File: src/rtl/ea_pkg.sv
package ea_pkg;
  localparam int AW = 32;

  typedef enum logic [2:0] {
    ST_IDLE, ST_CALC, ST_FETCH, ST_WAIT, ST_DONE
  } ea_state_e;

  typedef struct packed {
    logic       idx_is_a;
    logic [2:0] idx_reg;
    logic       idx_long;
    logic [1:0] scale;
    logic       full;
    logic [7:0] d8;
    logic       base_sup;
    logic       idx_sup;
    logic [1:0] bd_size;
    logic       rsvd;
    logic [2:0] ind_sel;
  } ext_fields_t;

  localparam logic [2:0] M_DREG  = 3'd0;
  localparam logic [2:0] M_AREG  = 3'd1;
  localparam logic [2:0] M_IND   = 3'd2;
  localparam logic [2:0] M_POST  = 3'd3;
  localparam logic [2:0] M_PRE   = 3'd4;
  localparam logic [2:0] M_D16   = 3'd5;
  localparam logic [2:0] M_INDEX = 3'd6;
endpackage

File: src/rtl/ea_ext_decode.sv
module ea_ext_decode
  import ea_pkg::*;
(
  input  logic [15:0]  ext,
  output ext_fields_t  f,
  output logic         ind_pre,
  output logic         ind_post,
  output logic         full_bad
);
  always_comb begin
    f.idx_is_a = ext[15];
    f.idx_reg  = ext[14:12];
    f.idx_long = ext[11];
    f.scale    = ext[10:9];
    f.full     = ext[8];
    f.d8       = ext[7:0];
    f.base_sup = ext[7];
    f.idx_sup  = ext[6];
    f.bd_size  = ext[5:4];
    f.rsvd     = ext[3];
    f.ind_sel  = ext[2:0];
  end

  assign ind_pre  = f.full && (f.ind_sel == 3'b001);
  assign ind_post = f.full && (f.ind_sel == 3'b010);
  assign full_bad = f.full && ((f.bd_size == 2'b00) || f.rsvd || (f.ind_sel > 3'b010));
endmodule

File: src/rtl/ea_index.sv
module ea_index #(
  parameter int W = 32
) (
  input  logic [W-1:0] raw,
  input  logic         use_long,
  input  logic [1:0]   scale,
  input  logic         suppress,
  output logic [W-1:0] term
);
  localparam int HW = W / 2;
  logic [W-1:0] ext_val;

  assign ext_val = use_long ? raw : {{(W-HW){raw[HW-1]}}, raw[HW-1:0]};
  assign term    = suppress ? '0 : (ext_val << scale);
endmodule

File: src/rtl/ea_step.sv
module ea_step #(
  parameter int W      = 32,
  parameter int SP_REG = 7
) (
  input  logic [1:0]   size,
  input  logic [2:0]   regn,
  output logic [W-1:0] step
);
  always_comb begin
    case (size)
      2'b00:   step = (regn == 3'(SP_REG)) ? W'(2) : W'(1);
      2'b01:   step = W'(2);
      default: step = W'(4);
    endcase
  end
endmodule

File: src/rtl/ea_gen.sv
module ea_gen
  import ea_pkg::*;
#(
  parameter int W = ea_pkg::AW
) (
  input  logic         clk,
  input  logic         rst_n,
  input  logic         req_valid,
  output logic         req_ready,
  input  logic [2:0]   req_mode,
  input  logic [2:0]   req_reg,
  input  logic [1:0]   req_size,
  input  logic [15:0]  req_ext,
  input  logic [W-1:0] req_disp,
  output logic [2:0]   base_rd_sel,
  input  logic [W-1:0] base_rd_data,
  output logic [3:0]   idx_rd_sel,
  input  logic [W-1:0] idx_rd_data,
  output logic         wb_en,
  output logic [2:0]   wb_sel,
  output logic [W-1:0] wb_data,
  output logic         mem_req_valid,
  input  logic         mem_req_ready,
  output logic [W-1:0] mem_addr,
  input  logic         mem_rsp_valid,
  output logic         mem_rsp_ready,
  input  logic [W-1:0] mem_rsp_data,
  output logic         res_valid,
  input  logic         res_ready,
  output logic [W-1:0] res_addr,
  output logic         res_is_reg,
  output logic         res_illegal
);
  localparam int HW = W / 2;

  ea_state_e    state_q, state_d;
  logic [2:0]   mode_q, reg_q;
  logic [1:0]   size_q;
  logic [15:0]  ext_q;
  logic [W-1:0] disp_q;
  logic [W-1:0] addr_q, idx_term_q;
  logic         isreg_q, illegal_q;

  ext_fields_t  f;
  logic         ind_pre, ind_post, full_bad;
  logic [W-1:0] scaled, step, bd, base_term;
  logic [W-1:0] calc_addr, calc_idx_keep;
  logic         calc_fetch, calc_illegal, calc_isreg;

  ea_ext_decode u_dec (
    .ext(ext_q), .f(f), .ind_pre(ind_pre), .ind_post(ind_post), .full_bad(full_bad)
  );

  ea_index #(.W(W)) u_idx (
    .raw(idx_rd_data), .use_long(f.idx_long), .scale(f.scale),
    .suppress(f.full && f.idx_sup), .term(scaled)
  );

  ea_step #(.W(W), .SP_REG(7)) u_step (
    .size(size_q), .regn(reg_q), .step(step)
  );

  assign base_rd_sel = reg_q;
  assign idx_rd_sel  = {f.idx_is_a, f.idx_reg};

  always_comb begin
    case (f.bd_size)
      2'b10:   bd = {{(W-HW){disp_q[HW-1]}}, disp_q[HW-1:0]};
      2'b11:   bd = disp_q;
      default: bd = '0;
    endcase
    base_term = (f.full && f.base_sup) ? '0 : base_rd_data;
  end

  always_comb begin
    calc_addr     = '0;
    calc_idx_keep = '0;
    calc_fetch    = 1'b0;
    calc_isreg    = 1'b0;
    calc_illegal  = (size_q == 2'b11) || (mode_q == 3'd7) ||
                    ((mode_q == M_INDEX) && full_bad);
    if (!calc_illegal) begin
      case (mode_q)
        M_DREG, M_AREG: calc_isreg = 1'b1;
        M_IND, M_POST:  calc_addr  = base_rd_data;
        M_PRE:          calc_addr  = base_rd_data - step;
        M_D16:          calc_addr  = base_rd_data + {{(W-16){ext_q[15]}}, ext_q};
        default: begin
          if (!f.full) begin
            calc_addr = base_rd_data + {{(W-8){f.d8[7]}}, f.d8} + scaled;
          end else if (ind_post) begin
            calc_addr     = base_term + bd;
            calc_idx_keep = scaled;
            calc_fetch    = 1'b1;
          end else begin
            calc_addr  = base_term + bd + scaled;
            calc_fetch = ind_pre;
          end
        end
      endcase
    end
  end

  assign wb_en   = (state_q == ST_CALC) && !calc_illegal &&
                   ((mode_q == M_POST) || (mode_q == M_PRE));
  assign wb_sel  = reg_q;
  assign wb_data = (mode_q == M_POST) ? base_rd_data + step : base_rd_data - step;

  always_comb begin
    state_d = state_q;
    case (state_q)
      ST_IDLE:  if (req_valid) state_d = ST_CALC;
      ST_CALC:  state_d = calc_fetch ? ST_FETCH : ST_DONE;
      ST_FETCH: if (mem_req_ready) state_d = ST_WAIT;
      ST_WAIT:  if (mem_rsp_valid) state_d = ST_DONE;
      ST_DONE:  if (res_ready) state_d = ST_IDLE;
      default:  state_d = ST_IDLE;
    endcase
  end

  always_ff @(posedge clk) begin
    if (!rst_n) begin
      state_q    <= ST_IDLE;
      mode_q     <= '0;
      reg_q      <= '0;
      size_q     <= '0;
      ext_q      <= '0;
      disp_q     <= '0;
      addr_q     <= '0;
      idx_term_q <= '0;
      isreg_q    <= 1'b0;
      illegal_q  <= 1'b0;
    end else begin
      state_q <= state_d;
      case (state_q)
        ST_IDLE: if (req_valid) begin
          mode_q <= req_mode;
          reg_q  <= req_reg;
          size_q <= req_size;
          ext_q  <= req_ext;
          disp_q <= req_disp;
        end
        ST_CALC: begin
          addr_q     <= calc_addr;
          idx_term_q <= calc_idx_keep;
          isreg_q    <= calc_isreg;
          illegal_q  <= calc_illegal;
        end
        ST_WAIT: if (mem_rsp_valid) addr_q <= mem_rsp_data + idx_term_q;
        default: ;
      endcase
    end
  end

  assign req_ready     = (state_q == ST_IDLE);
  assign mem_req_valid = (state_q == ST_FETCH);
  assign mem_addr      = addr_q;
  assign mem_rsp_ready = (state_q == ST_WAIT);
  assign res_valid     = (state_q == ST_DONE);
  assign res_addr      = addr_q;
  assign res_is_reg    = isreg_q;
  assign res_illegal   = illegal_q;


  res_hold_chk: assert property (@(posedge clk) disable iff (!rst_n)
    res_valid && !res_ready |=> res_valid && $stable(res_addr) &&
                                $stable(res_is_reg) && $stable(res_illegal));

  mem_hold_chk: assert property (@(posedge clk) disable iff (!rst_n)
    mem_req_valid && !mem_req_ready |=> mem_req_valid && $stable(mem_addr));

  one_phase_chk: assert property (@(posedge clk) disable iff (!rst_n)
    $onehot0({req_ready, mem_req_valid, mem_rsp_ready, res_valid}));

  wb_single_chk: assert property (@(posedge clk) disable iff (!rst_n)
    wb_en |=> !wb_en && !mem_req_valid);

  illegal_quiet_chk: assert property (@(posedge clk) disable iff (!rst_n)
    res_valid && res_illegal |-> res_addr == '0 && !res_is_reg);

  reg_mode_chk: assert property (@(posedge clk) disable iff (!rst_n)
    res_valid && res_is_reg |-> res_addr == '0);
endmodule

File: config.mk
export PLATFORM = sky130hd
export DESIGN_NAME = ea_gen
export DESIGN_NICKNAME = d
export VERILOG_FILES = /design/src/rtl/ea_pkg.sv /design/src/rtl/ea_ext_decode.sv /design/src/rtl/ea_index.sv /design/src/rtl/ea_step.sv /design/src/rtl/ea_gen.sv
export SDC_FILE = /design/constraint.sdc
export NUM_CORES = 1
export LEC_CHECK = 0
export CAP_MARGIN = 20
export CORE_ASPECT_RATIO = 1.75
export CORE_MARGIN = 2
export CORE_UTILIZATION = 30
export DETAILED_ROUTE_END_ITERATION = 16
export DONT_BUFFER_PORTS = 1
export PLACE_DENSITY = 0.46
export SYNTH_ARGS = -nofsm -noshare
export SYNTH_HDL_FRONTEND = slang
export SYNTH_SLANG_ARGS = --single-unit
export TNS_END_PERCENT = 10
File: constraint.sdc
create_clock -name clk -period 6.4 [get_ports clk]
set_clock_uncertainty 0.2 [all_clocks]
set_input_delay 0.32 -clock clk [delete_from_list [all_inputs] [get_ports clk]]
set_output_delay 0.32 -clock clk [all_outputs]
set_load 0.01 [all_outputs]
Yosys cells after proc, flatten, opt, wreduce, memory -nomap -nowiden. Index checks and enable logic that the tools add are counted.

$add $sub $neg: 8. $lt $le $gt $ge: 1. Equality and inequality tests: 22. Shift-type cells: 1. Muxes and demuxes: 29. Reductions and logical operators: 25.

Operators with widths (count): $mux 32 (12); $add 32x32->32 (7); $pmux 32 s2 (3); $pmux 32 s4 (1); $shl 32x2->32 (1); $sub 32x32->32 (1); $eq 3x3->1 const B (6); $eq 3x2->1 const B (5); $mux 3 (5); $pmux 3 s5 (1); $eq 3x1->1 const B (3); $logic_and 1x1->1 (8); $eq 2x2->1 const B (3); $logic_not 3->1 (2); $mux 1 (6); $reduce_or 6->1 (1); $logic_or 1x1->1 (5); $logic_not 2->1 (2); $ne 2x1->1 const B (2); $ne 2x2->1 const B (2); $reduce_and 2->1 (2); $reduce_and 4->1 (1); $reduce_or 2->1 (2); $gt 3x2->1 const B (1); other kinds (4) (4).

Bits in registers: 125. Input bits: 158. Output and inout bits: 113. Word-level logic and storage cells: 96.

Longest topological paths before layout.
Depth after elaboration: 9. Mapped depth: 27. Gate-level depth less buffers: 25.

Modules after synthesis. From an unflattened synthesis, not the netlist that was laid out.

Cells, all modules: 2744. Area, all modules: 20156.8 um^2.

By module, submodules not included: ea_gen (times used 1, cells an instance 2587, area each 18836.8 um^2, sequential area each 2502.4 um^2); ea_index (times used 1, cells an instance 94, area each 853.3 um^2, sequential area each 0.0 um^2); ea_step (times used 1, cells an instance 34, area each 244.0 um^2, sequential area each 0.0 um^2); ea_ext_decode (times used 1, cells an instance 29, area each 222.7 um^2, sequential area each 0.0 um^2).

Least setup slack after synthesis. OpenSTA, ideal clock, no wires.

Path kind: flip-flop to flip-flop. Start point: reg ext_q[8]. End point: reg addr_q[24], in the netlist mem_addr[24]. Data arrival time: 5.500 ns. Data required time: 6.085 ns. Setup slack: 0.585 ns. Cell stages (with the launch flop): 25. Path buffers: 4. Clock period less this slack: 5.815 ns. Path through: dfxtp_1 > clkbuf_1 > clkbuf_1 > buf_1 > buf_1 > a21oi_1 > ha_1 > a21oi_1 > o21ai_0 > a2111oi_0 > and2_1 > nor2_1 > xor2_1 > ha_1 > a21oi_1 > inv_2 > a31o_1 > a21o_1 > a221oi_2 > o22ai_1 > or4_1 > a31oi_1 > xor2_1 > nor2_1 > o21a_1.

Cells in the longest elaborated chain, start to end: 9. Elaborated cells between the ends (all ways): 17. Classes of those cells: add/sub (4); mux (7); reduce/logical (6).

Ends and longest elaborated chain: start: declaration (RTL line ea_gen.sv:39) `logic [15:0] ext_q;`; start signal: assignment (RTL line ea_gen.sv:140) `ext_q <= req_ext;`; $logic_and 1x1->1 (RTL line ea_gen.sv:72) `base_term = (f.full && f.base_sup) ? '0 : base_rd_data;`; $mux 32 (RTL line ea_gen.sv:72); $add 32x32->32 (RTL line ea_gen.sv:92, ea_gen.sv:96); $add 32x32->32 (RTL line ea_gen.sv:96) `calc_addr = base_term + bd + scaled;`; $mux 32 (RTL line ea_gen.sv:91) `end else if (ind_post) begin`; $mux 32 (RTL line ea_gen.sv:89) `if (!f.full) begin`; $pmux 32 s4 (RTL line ea_gen.sv:83) `case (mode_q)`; $mux 32 (*) (RTL line ea_gen.sv:82) `if (!calc_illegal) begin`; $pmux 32 s2 (*) (RTL line ea_gen.sv:135) `case (state_q)`; end signal: assignment (RTL line ea_gen.sv:144) `addr_q <= calc_addr;`; end signal: assignment (RTL line ea_gen.sv:149) `ST_WAIT: if (mem_rsp_valid) addr_q <= mem_rsp_data + idx_term_q;`; end: declaration (RTL line ea_gen.sv:41) `logic [W-1:0] addr_q, idx_term_q;`.

Mark *: on every way between the ends. The rest lies on a longest branch, timed or not. A chain may end at the register's enable or synchronous reset.

Worst setup path after layout.
Start point: reg ext_q[10]. End point: reg addr_q[29], in the netlist mem_addr[29].

Cells in the longest elaborated chain, start to end: 8. Elaborated cells between the ends (all ways): 10. Classes of those cells: add/sub (3); shift (1); mux (6).

Ends and longest elaborated chain: $shl 32x2->32 (RTL line ea_index.sv:14) `assign term = suppress ? '0 : (ext_val << scale);`; $mux 32 (RTL line ea_index.sv:14); $add 32x32->32 (RTL line ea_gen.sv:96); $mux 32 (RTL line ea_gen.sv:91); $mux 32 (RTL line ea_gen.sv:89); $pmux 32 s4 (*) (RTL line ea_gen.sv:83); $mux 32 (*) (RTL line ea_gen.sv:82); $pmux 32 s2 (*) (RTL line ea_gen.sv:135).

Marks and branches as above.

==> metrics.yaml <==
slowest_stage: "dfxtp_1"
synthToLayoutAreaGrowth_pct: 12.8
peakVddDrop_mv: 0.215
fill_cells: 6444
synthTopCellsByArea: "dfxtp_1 14%, ha_1 11%, xnor2_1 7.2%"
power_density_nw_per_um2: 205
clkLatencyLatePin_ns: 0.47
design_area_um2: 20200
hold_class: "in2reg"
cts_tree: "done"
cp-start-kind: "register"
synth_top_cell_by_area: "dfxtp_1"
num_rows: 118
chipWidth_um: 189
crit_family: "compound AO/OA/AOI/OAI gates"
hold_viol_final: 1
place.gp.congestion: 1.04
nets: 2812
setup_viol: 0
worstSetupEndpointType: "register"
h-tree-depth: 4
hpwlAfterDp_um: 78300
cts_max_path_buffers: 2
cts-root-buf: "clkbuf_16"
yosysWarnings: 0
grt_pass1_vias: 19100
core_area_um2: 59100
min_period_ns: 6.14
grt_usage: 0.298
fin_setup_tns_ns: 0
routed-via-count: 19100
pin_count: 271
path_max_fanout: 15
die_h_um: 327
ys_types: 92
synth_flop_cell: "dfxtp_1"
violations: "negative hold slack"
synth_seq_cells: 125
cts.sink_count: 125
synth_edf_count: 0
crit_type: "reg2reg"
grt_overflow_total: 0
async_reset_ff_frac: 0
critPathBufInv: 4
antenna_found_initial: 2
vias_per_cell: 5.89
ys_seq_area_frac: 0.140
status: "finished, violations left"
cts_made_buffers: 17
syn_nets: 2790
synth_area_um2: 17900
initial_core_util: 0.303
crit_required_ns: 6.60
placed_area_um2: 18900
die_area_um2: 61700
clk_pin_slew_worst_paths_ns: 0.07
finalCritPeriodShare: 0.959
grt_max_degree: 122
p_leak_nw: 8.80
n_antenna_cell: 0
drt_iter0_drc: 1293
finalMaxSlewViolations: 0
rsz0062_at_grt: "no"
synth.avg_cell_area_um2: 7.35
hold_ws_ns: -0.00232
drive_gt1_frac: 0.0754
tightest_slew_ns: 1.12
antenna_left: 0
drt_first_pass_iters: 5
postCtsSetupBuffers: 0
slew_headroom: 0.251
routedWlPerCell_um: 28.8
drc: 0
stdcell_count: 3248
port_buffers: 0
cp_cell_sequence: "nand2_1 -> buf_4 -> o22ai_1 -> inv_1 -> fa_1 -> inv_1 -> ha_1 -> a21o_1 -> or2_0 -> a221oi_1 -> o21ai_0 -> a21oi_1 -> buf_4 -> nor2b_1 -> a21oi_1 -> nor4bb_1 -> nor4_1 -> or4_1 -> a31oi_1"
wl_um: 93600
synth.top_cell.area_share: 0.140
cap_violations: 0
cp_data_arrival_time_ns: 6.34
synthCells: 2434
grt_pass1_wl_um: 133000
dp.cells: 3154
cp_slowest_stage_delay_ns: 0.66
fmax_ghz: 0.163
-- through the flow --
step / power [mW] / setup WS [ns] / utilization
after detailed placement: 3.03 / 0.231 / 0.320
after floorplan: 2.31 / 0.585 / -
after global placement: 3.03 / 0.286 / 0.320
final: 4.14 / 0.262 / 0.342
after CTS: 4.13 / 0.212 / 0.341
after global routing: 4.35 / 0.0137 / 0.342
-- cells in the mapped netlist (45+ instances only) --
cell and n:
xnor2_1 146, a21boi_0 59, xor2_1 51, a21o_1 113
a22oi_1 45, dfxtp_1 125, nand2_1 260, clkbuf_1 113
nor2_1 125, inv_1 137, nor2b_1 58, a21oi_1 222
o21ai_0 120, ha_1 160
-- cells in the final DEF, fill, tap and decap left out, types with 6 or more instances in the layout --
| cell type | netlist | routed |
|---|---|---|
| o31ai_1 | 12 | 12 |
| nor3b_1 | 11 | 8 |
| dlygate4sd3_1 | 0 | 62 |
| nand4_1 | 22 | 22 |
| nand2b_1 | 27 | 27 |
| a211oi_1 | 26 | 26 |
| o211ai_1 | 28 | 28 |
| nor4_1 | 15 | 15 |
| buf_4 | 41 | 107 |
| a21oi_1 | 222 | 220 |
| a31oi_1 | 36 | 35 |
| xor2_1 | 51 | 51 |
| xnor2_1 | 146 | 146 |
| or3_1 | 7 | 7 |
| o21ai_1 | 12 | 12 |
| o21bai_1 | 22 | 22 |
| dfxtp_1 | 125 | 122 |
| o2111ai_1 | 6 | 6 |
| ha_1 | 160 | 160 |
| nand3_1 | 39 | 39 |
| inv_1 | 137 | 137 |
| fa_1 | 38 | 38 |
| a221oi_1 | 12 | 12 |
| a22oi_1 | 45 | 45 |
| o21ai_0 | 120 | 120 |
| nor3_1 | 38 | 38 |
| and3_1 | 23 | 23 |
| mux2i_1 | 36 | 36 |
| a21o_1 | 113 | 113 |
| o22ai_1 | 39 | 38 |
| a21boi_0 | 59 | 59 |
| nand2_1 | 260 | 259 |
| and2_1 | 40 | 39 |
| clkbuf_16 | 0 | 17 |
| o211a_1 | 9 | 9 |
| nor2_1 | 125 | 125 |
| o221ai_1 | 15 | 15 |
| o21a_1 | 21 | 21 |
| nor2b_1 | 58 | 57 |
| o31a_1 | 10 | 10 |
-- where the power goes --
part / switching, mW / internal (mW)
sequential: 0.0774 / 0.821
clock: 0.452 / 0.594
combinational: 1.37 / 0.831
total: 1.90 / 2.24
-- worst reg2reg max path, cell delays in order (launching register included) --
cell and delay, ns:
dfxtp_1 0.66, nand2_1 0.44, buf_4 0.32, o22ai_1 0.57, inv_1 0.13, fa_1 0.51, inv_1 0.04, ha_1 0.36
a21o_1 0.20, or2_0 0.20, a221oi_1 0.31, o21ai_0 0.18, a21oi_1 0.29, buf_4 0.20, nor2b_1 0.11, a21oi_1 0.29
nor4bb_1 0.31, nor4_1 0.12, or4_1 0.44, a31oi_1 0.17
-- cells by family after synthesis --
family	count (synthesis)	synth area share
XOR/XNOR	197	0.0965
AND/OR/NAND/NOR	701	0.193
multiplexers	37	0.0208
flip-flops	125	0.140
AO/OA/AOI/OAI	868	0.321
adder cells (fa/ha/maj)	198	0.154
buffers and inverters	308	0.0743
-- area by class of cell --
type	count	area [um2]	share of cell area
multi-input combinational	2001	14100	0.699
sequential	125	2510	0.124
timing repair buffer	172	1480	0.0735
tap	780	976	0.0484
inverter	139	522	0.0259
clock buffer	19	453	0.0225
clock inverter	12	138	0.00682
-- worst paths after layout --
check             cells past startpoint           end  startpoint  slack [ns]
setup / recovery                     19  mem_addr[29]   ext_q[10]        0.26
hold / removal                        2      ext_q[9]  req_ext[9]      -0.002
setup reg to reg                     19  mem_addr[29]   ext_q[10]        0.26
hold reg to reg                       2     disp_q[3]   disp_q[3]        0.26
-- routing by layer --
metal | track usage | part of all wire
met5 | 0 | 0.00028
met4 | 0.227 | 0.088
met3 | 0.0589 | 0.064
met2 | 0.541 | 0.50
met1 | 0.297 | 0.35
-- what timing repair did --
| item | CTS | global route |
|---|---|---|
| hold endpoints to repair | 120 | 0 |
| gates resized for setup | 0 | 7 |
| hold buffers | 63 | 0 |
| setup endpoints to repair | 0 | 6 |
Power figures use the tool's default switching activity.
